$ cat src/rtl/mux_acq_pkg.sv
package mux_acq_pkg;

  typedef enum logic [1:0] {
    SQ_IDLE   = 2'd0,
    SQ_SETTLE = 2'd1,
    SQ_ACQ    = 2'd2,
    SQ_CONV   = 2'd3
  } seq_state_e;

  // Round-robin successor: wrap to zero after the last active channel.
  function automatic int unsigned next_chan(input int unsigned cur,
                                            input int unsigned last);
    return (cur >= last) ? 0 : cur + 1;
  endfunction

  // States in which a budget timer is running toward a convert command.
  function automatic logic is_waiting(input seq_state_e st);
    return (st == SQ_SETTLE) || (st == SQ_ACQ);
  endfunction

endpackage

$ cat src/rtl/acq_gain_table.sv
module acq_gain_table #(
  parameter int CHAN_W = 4,
  parameter int GAIN_W = 3
) (
  input  logic              clk,
  input  logic              rst_n,
  input  logic              we,
  input  logic [CHAN_W-1:0] waddr,
  input  logic [GAIN_W-1:0] wdata,
  input  logic [CHAN_W-1:0] raddr,
  output logic [GAIN_W-1:0] rdata
);
  localparam int DEPTH = 1 << CHAN_W;

  logic [GAIN_W-1:0] mem [DEPTH];

  always_ff @(posedge clk) begin
    for (int i = 0; i < DEPTH; i++) begin
      if (!rst_n)
        mem[i] <= '0;
      else if (we && (waddr == CHAN_W'(i)))
        mem[i] <= wdata;
    end
  end

  assign rdata = mem[raddr];
endmodule

$ cat src/rtl/acq_interval_timer.sv
module acq_interval_timer #(
  parameter int TIME_W = 8
) (
  input  logic              clk,
  input  logic              rst_n,
  input  logic              load,
  input  logic [TIME_W-1:0] load_val,
  output logic              expired
);
  logic [TIME_W-1:0] cnt_q;

  always_ff @(posedge clk) begin
    if (!rst_n)
      cnt_q <= '0;
    else if (load)
      cnt_q <= load_val;
    else if (cnt_q != '0)
      cnt_q <= cnt_q - 1'b1;
  end

  assign expired = (cnt_q == '0);
endmodule

$ cat src/rtl/acq_chan_stepper.sv
module acq_chan_stepper
  import mux_acq_pkg::*;
#(
  parameter int CHAN_W = 4,
  parameter int GAIN_W = 3,
  parameter int DISC_W = 3
) (
  input  logic              clk,
  input  logic              rst_n,
  input  logic              restart,
  input  logic              advance,
  input  logic              burn,
  input  logic [CHAN_W-1:0] last_ch,
  input  logic [DISC_W-1:0] discard_n,
  output logic [CHAN_W-1:0] tbl_raddr,
  input  logic [GAIN_W-1:0] tbl_rdata,
  output logic [CHAN_W-1:0] chan,
  output logic [GAIN_W-1:0] gain,
  output logic              keep
);
  logic [CHAN_W-1:0] chan_q;
  logic [GAIN_W-1:0] gain_q;
  logic [DISC_W-1:0] disc_q;
  logic              sel;

  assign sel       = restart || advance;
  assign tbl_raddr = restart ? '0
                   : CHAN_W'(next_chan(int'(chan_q), int'(last_ch)));

  // Address and gain share one enable so they always move together.
  always_ff @(posedge clk) begin
    if (!rst_n) begin
      chan_q <= '0;
      gain_q <= '0;
    end else if (sel) begin
      chan_q <= tbl_raddr;
      gain_q <= tbl_rdata;
    end
  end

  always_ff @(posedge clk) begin
    if (!rst_n)
      disc_q <= '0;
    else if (sel)
      disc_q <= discard_n;
    else if (burn && (disc_q != '0))
      disc_q <= disc_q - 1'b1;
  end

  assign chan = chan_q;
  assign gain = gain_q;
  assign keep = (disc_q == '0);
endmodule

$ cat src/rtl/mux_acq_sequencer.sv
module mux_acq_sequencer
  import mux_acq_pkg::*;
#(
  parameter int CHAN_W = 4,
  parameter int GAIN_W = 3,
  parameter int DATA_W = 12,
  parameter int TIME_W = 8,
  parameter int DISC_W = 3
) (
  input  logic              clk,
  input  logic              rst_n,
  input  logic              enable,
  input  logic              cfg_sh_mode,
  input  logic [CHAN_W-1:0] cfg_last_ch,
  input  logic [TIME_W-1:0] cfg_settle,
  input  logic [TIME_W-1:0] cfg_acq,
  input  logic [DISC_W-1:0] cfg_discard,
  input  logic              gtab_we,
  input  logic [CHAN_W-1:0] gtab_addr,
  input  logic [GAIN_W-1:0] gtab_data,
  input  logic              conv_done,
  input  logic [DATA_W-1:0] conv_data,
  output logic [CHAN_W-1:0] mux_addr,
  output logic [GAIN_W-1:0] pga_gain,
  output logic              track,
  output logic              conv_start,
  output logic              res_valid,
  output logic [DATA_W-1:0] res_data,
  output logic [CHAN_W-1:0] res_chan
);
  seq_state_e state_q, state_d;

  logic              tmr_expired;
  logic              tmr_load;
  logic [TIME_W-1:0] tmr_load_val;
  logic              keep;
  logic [CHAN_W-1:0] tbl_raddr;
  logic [GAIN_W-1:0] tbl_rdata;

  // Named internal events, also observed by the bound checker.
  logic ev_begin, ev_start, ev_abort, ev_done, ev_rerun;
  logic ev_advance, ev_burn, ev_switch;

  logic              conv_start_q, track_q, conv_keep_q, res_valid_q;
  logic [CHAN_W-1:0] conv_chan_q, res_chan_q;
  logic [DATA_W-1:0] res_data_q;

  acq_gain_table #(.CHAN_W(CHAN_W), .GAIN_W(GAIN_W)) u_gtab (
    .clk   (clk),
    .rst_n (rst_n),
    .we    (gtab_we),
    .waddr (gtab_addr),
    .wdata (gtab_data),
    .raddr (tbl_raddr),
    .rdata (tbl_rdata)
  );

  acq_interval_timer #(.TIME_W(TIME_W)) u_tmr (
    .clk      (clk),
    .rst_n    (rst_n),
    .load     (tmr_load),
    .load_val (tmr_load_val),
    .expired  (tmr_expired)
  );

  acq_chan_stepper #(.CHAN_W(CHAN_W), .GAIN_W(GAIN_W), .DISC_W(DISC_W)) u_step (
    .clk       (clk),
    .rst_n     (rst_n),
    .restart   (ev_begin),
    .advance   (ev_advance),
    .burn      (ev_burn),
    .last_ch   (cfg_last_ch),
    .discard_n (cfg_discard),
    .tbl_raddr (tbl_raddr),
    .tbl_rdata (tbl_rdata),
    .chan      (mux_addr),
    .gain      (pga_gain),
    .keep      (keep)
  );

  always_comb begin
    ev_begin   = (state_q == SQ_IDLE) && enable;
    ev_start   = is_waiting(state_q) && enable && tmr_expired;
    ev_abort   = is_waiting(state_q) && !enable;
    ev_done    = (state_q == SQ_CONV) && conv_done;
    ev_rerun   = ev_done && enable;
    // Track/hold mode moves on at the hold edge; settle mode after completion.
    ev_advance = (ev_start && keep && cfg_sh_mode)
              || (ev_done && conv_keep_q && !cfg_sh_mode);
    ev_burn    = ev_start && !keep;
    ev_switch  = ev_begin || ev_advance;
    tmr_load     = ev_begin || ev_rerun;
    tmr_load_val = cfg_sh_mode ? cfg_acq : cfg_settle;
  end

  always_comb begin
    state_d = state_q;
    unique case (state_q)
      SQ_IDLE:
        if (enable) state_d = cfg_sh_mode ? SQ_ACQ : SQ_SETTLE;
      SQ_SETTLE, SQ_ACQ:
        if (!enable)          state_d = SQ_IDLE;
        else if (tmr_expired) state_d = SQ_CONV;
      SQ_CONV:
        if (conv_done)
          state_d = !enable ? SQ_IDLE : (cfg_sh_mode ? SQ_ACQ : SQ_SETTLE);
      default:
        state_d = SQ_IDLE;
    endcase
  end

  always_ff @(posedge clk) begin
    if (!rst_n) state_q <= SQ_IDLE;
    else        state_q <= state_d;
  end

  always_ff @(posedge clk) begin
    if (!rst_n) begin
      conv_start_q <= 1'b0;
      track_q      <= 1'b0;
    end else begin
      conv_start_q <= ev_start;
      if (ev_begin || ev_rerun)
        track_q <= cfg_sh_mode;
      else if (ev_start || ev_abort)
        track_q <= 1'b0;
    end
  end

  // Tag and keep decision are fixed when the conversion is launched.
  always_ff @(posedge clk) begin
    if (!rst_n) begin
      conv_keep_q <= 1'b0;
      conv_chan_q <= '0;
    end else if (ev_start) begin
      conv_keep_q <= keep;
      conv_chan_q <= mux_addr;
    end
  end

  always_ff @(posedge clk) begin
    if (!rst_n) begin
      res_valid_q <= 1'b0;
      res_data_q  <= '0;
      res_chan_q  <= '0;
    end else begin
      res_valid_q <= ev_done && conv_keep_q;
      if (ev_done && conv_keep_q) begin
        res_data_q <= conv_data;
        res_chan_q <= conv_chan_q;
      end
    end
  end

  assign conv_start = conv_start_q;
  assign track      = track_q;
  assign res_valid  = res_valid_q;
  assign res_data   = res_data_q;
  assign res_chan   = res_chan_q;
endmodule

$ cat config.mk
export PLATFORM = sky130hd
export DESIGN_NAME = mux_acq_sequencer
export DESIGN_NICKNAME = d
export VERILOG_FILES = /design/src/rtl/mux_acq_pkg.sv /design/src/rtl/acq_gain_table.sv /design/src/rtl/acq_interval_timer.sv /design/src/rtl/acq_chan_stepper.sv /design/src/rtl/mux_acq_sequencer.sv
export SDC_FILE = /design/constraint.sdc
export NUM_CORES = 1
export LEC_CHECK = 0
export BUFFER_PORTS_ARGS = -buffer_cell sky130_fd_sc_hd__buf_2
export CORE_MARGIN = 4
export CORE_UTILIZATION = 35
export CTS_BUF_LIST = sky130_fd_sc_hd__clkbuf_4
export CTS_CLUSTER_DIAMETER = 100
export CTS_CLUSTER_SIZE = 20
export DETAILED_ROUTE_END_ITERATION = 8
export PLACE_DENSITY = 0.6
export SLEW_MARGIN = 10
export SYNTH_ARGS = -nofsm -noshare
export SYNTH_HDL_FRONTEND = slang
export SYNTH_SLANG_ARGS = --single-unit
export TNS_END_PERCENT = 100
$ cat constraint.sdc
create_clock -name clk -period 3.05 [get_ports clk]
set_input_delay 0.61 -clock clk [delete_from_list [all_inputs] [get_ports clk]]
set_output_delay 0.61 -clock clk [all_outputs]
set_load 0.005 [all_outputs]
==> results.json <==
{
  "status": "finished clean",
  "cp_slowest_cell": "nor3_1",
  "multiInputGateArea_um2": 2071,
  "drive_above_1_share_pct": 22.77,
  "tightest_slew_ns": 0.5694,
  "finalCritPeriodShare_pct": 73.61,
  "hold_class": "in -> reg",
  "clock.fmax_ghz": 0.4454,
  "rsz0062_at_grt": "no",
  "mostFrequentLayoutCells": "buf_2 (73), and2_1 (49), edfxtp_1 (48)",
  "initial_utilization_pct": 35.90,
  "cts_buffer_depth": 2,
  "wl_per_cell_um": 14.83,
  "cts_resized": 0,
  "ys.warnings.count": 0,
  "cts-htree-levels": 3,
  "first_global_vias": 3443,
  "post-route-util_pct": 41.56,
  "leakage_nw": 2.038,
  "syn_inst": 452,
  "irDropWorstVdd_mv": 0.2190,
  "die_h_um": 122.0,
  "post_synth.cell_area_avg_um2": 10.06,
  "dp_hpwl_um": 7611,
  "insertion_delay_ns": 0.45,
  "synth_seq_area_share_pct": 51.05,
  "syn_nets": 512,
  "track_usage_pct": 14.54,
  "synth-seq-cells": 92,
  "ys_async_sr_fraction_pct": 0,
  "cts_sinks": 92,
  "regArea_um2": 2322,
  "slew_headroom_pct": 62.04,
  "fill_cells": 1261,
  "cts_root_buf": "clkbuf_4",
  "hold-worst-slack_ns": 0.3738,
  "diodes": 0,
  "grt_pass1_wl_um": 16830,
  "syn2layout_area_growth_pct": 15.76,
  "period_minus_slack_ns": 2.245,
  "remaining_drc_errors": 0,
  "wl_um": 10370,
  "synth_edf_count": 48,
  "synthDistinctLibCells": 46,
  "port_buffers": 73,
  "tritoncts": "built",
  "max_stage_delay_ns": 0.48,
  "antenna_found_initial": 0,
  "drtPass1Iterations": 6,
  "gp_congestion": 0.8384,
  "cts_setup_buffers": 0,
  "drt_iter0_drc": 238,
  "final-max-slew-violation-count": 0,
  "cp-end-kind": "register",
  "skew_ns": 0.009230,
  "tns_ns": 0,
  "path_clk_slew_ns": 0.14,
  "crit_chain": "inv_1 -> ha_1 -> nor2b_1 -> nand3_1 -> nor3_1 -> mux2_2 -> o21ai_0",
  "io_pins": 74,
  "setup_viol": 0,
  "start_kind": "register",
  "cp.arrival_ns": 2.63,
  "numCtsBuffers": 9,
  "gr-total-overflow": 0,
  "grt_max_degree": 35,
  "powerDensity_nw_per_um2": 638.8,
  "synthTopCellsByArea": "edfxtp_1 (32%), dfxtp_1 (19%), and2_1 (6.7%)",
  "path_class": "reg -> reg",
  "max_cap_violations": 0,
  "cts-hold-fix-buffers": 0,
  "core_area_um2": 12670,
  "layout.nets": 582,
  "fp.dieArea_um2": 14890,
  "synth_top_cell_by_area": "edfxtp_1",
  "yosysTopAreaCellShare_pct": 31.68,
  "crit_fanout": 8,
  "netlist_area_um2": 4549,
  "cp.required_ns": 3.43,
  "vias": 3480,
  "num_rows": 41,
  "ant_nets": 0,
  "die_w_um": 122.0,
  "final_common_cell": "buf_2",
  "ys.flop_type": "edfxtp_1",
  "hold_viol_final": 0,
  "viasPerCell": 4.979
}
[cell type report]
class | instances | share of cell area (%)
flip-flops and latches | 92 | 44.10
multi-input cells | 319 | 39.32
repair buffers | 82 | 8.220
well taps | 172 | 4.086
clock inverters | 7 | 1.711
clock buffers | 9 | 1.283
inverters | 18 | 1.283
[cells in the mapped netlist (2+ instances only)]
library cell  count
nor3_1            5
nor2b_1           5
clkinv_1          2
a211oi_1         11
inv_1            16
mux2i_1          14
nand4_1           3
a31oi_1           3
nand2_1          46
o221ai_1          3
mux2_2            6
clkbuf_1         19
o21a_1            2
a31o_2            2
o211ai_1          2
nand3_1           7
nor4_1            3
o22a_1            2
nand3b_1          3
ha_1             12
o21ai_0          30
nor2_1           38
or2_2             4
edfxtp_1         48
xor2_1            3
buf_1             2
or3_1             4
a21o_1            3
mux4_2            7
a221oi_1          3
xnor2_1           6
dfxtp_1          44
and2_1           49
nand2b_1          4
a21oi_1          30
[critical path: cells and delay by family, from the launching register on]
| kind | cells | cell delay [ns] |
|---|---|---|
| simple gates | 3 | 0.96 |
| buf+inv | 1 | 0.11 |
| fa+ha+maj | 1 | 0.21 |
| flops | 1 | 0.36 |
| mux | 1 | 0.38 |
| compound gates | 1 | 0.15 |
[path summary, 6_finish.rpt]
path | startpoint | end | slack (ns) | depth (start not counted)
max | u_tmr.cnt_q[0] | u_step.disc_q[2] | 0.80 | 7
min | conv_data[3] | res_data[3] | 0.37 | 3
max reg2reg | u_tmr.cnt_q[0] | u_step.disc_q[2] | 0.80 | 7
min reg2reg | res_data[6] | res_data[6] | 0.46 | 2
[layer usage]
layer | up-vias | routed length [um] | GRT usage (%)
met3 | 9 | 534 | 4.039
met4 | 0 | 102 | 3.291
met1 | 1643 | 4938 | 18.81
li1 | 1740 | - | -
met2 | 88 | 4792 | 24.31
met5 | - | 0 | 0
[cell families (layout without fill, tap and decap cells)]
family / count (synthesis) / after routing / share of synthesized area, %
compound gates: 94 / 94 / 12.38
xor+xnor: 9 / 9 / 1.733
fa+ha+maj: 12 / 12 / 3.300
buf+inv: 41 / 116 / 3.438
flops: 92 / 92 / 51.04
mux: 27 / 27 / 8.031
simple gates: 177 / 177 / 20.08
[registers in the layout, summed over array words and instances, names as in the netlist]
name           cells
u_gtab.mem        48
res_chan           4
track              1
conv_chan_q        4
res_data          12
u_tmr.cnt_q        8
u_step.disc_q      3
u_step.chan        4
res_valid          1
state_q            2
conv_keep_q        1
conv_start         1
u_step.gain        3
[report_power, final]
part	internal, W	switching (W)
registers	0.00143	0.0000855
clock network	0.000330	0.000402
logic	0.000490	0.000626
total	0.00225	0.00111
[stage by stage]
stage	std cells	area (um2)	total power [W]	setup slack [ns]
final	699	5266	0.003364	0.8049
after global routing	699	5266	0.003601	0.5905
after CTS	699	5266	0.003398	0.7853
after detailed placement	683	5109	0.002655	0.7470
after global placement	683	5109	0.002626	0.7920
after floorplan	452	4549	0.002358	0.2719
(Power assumes the default switching activity.)
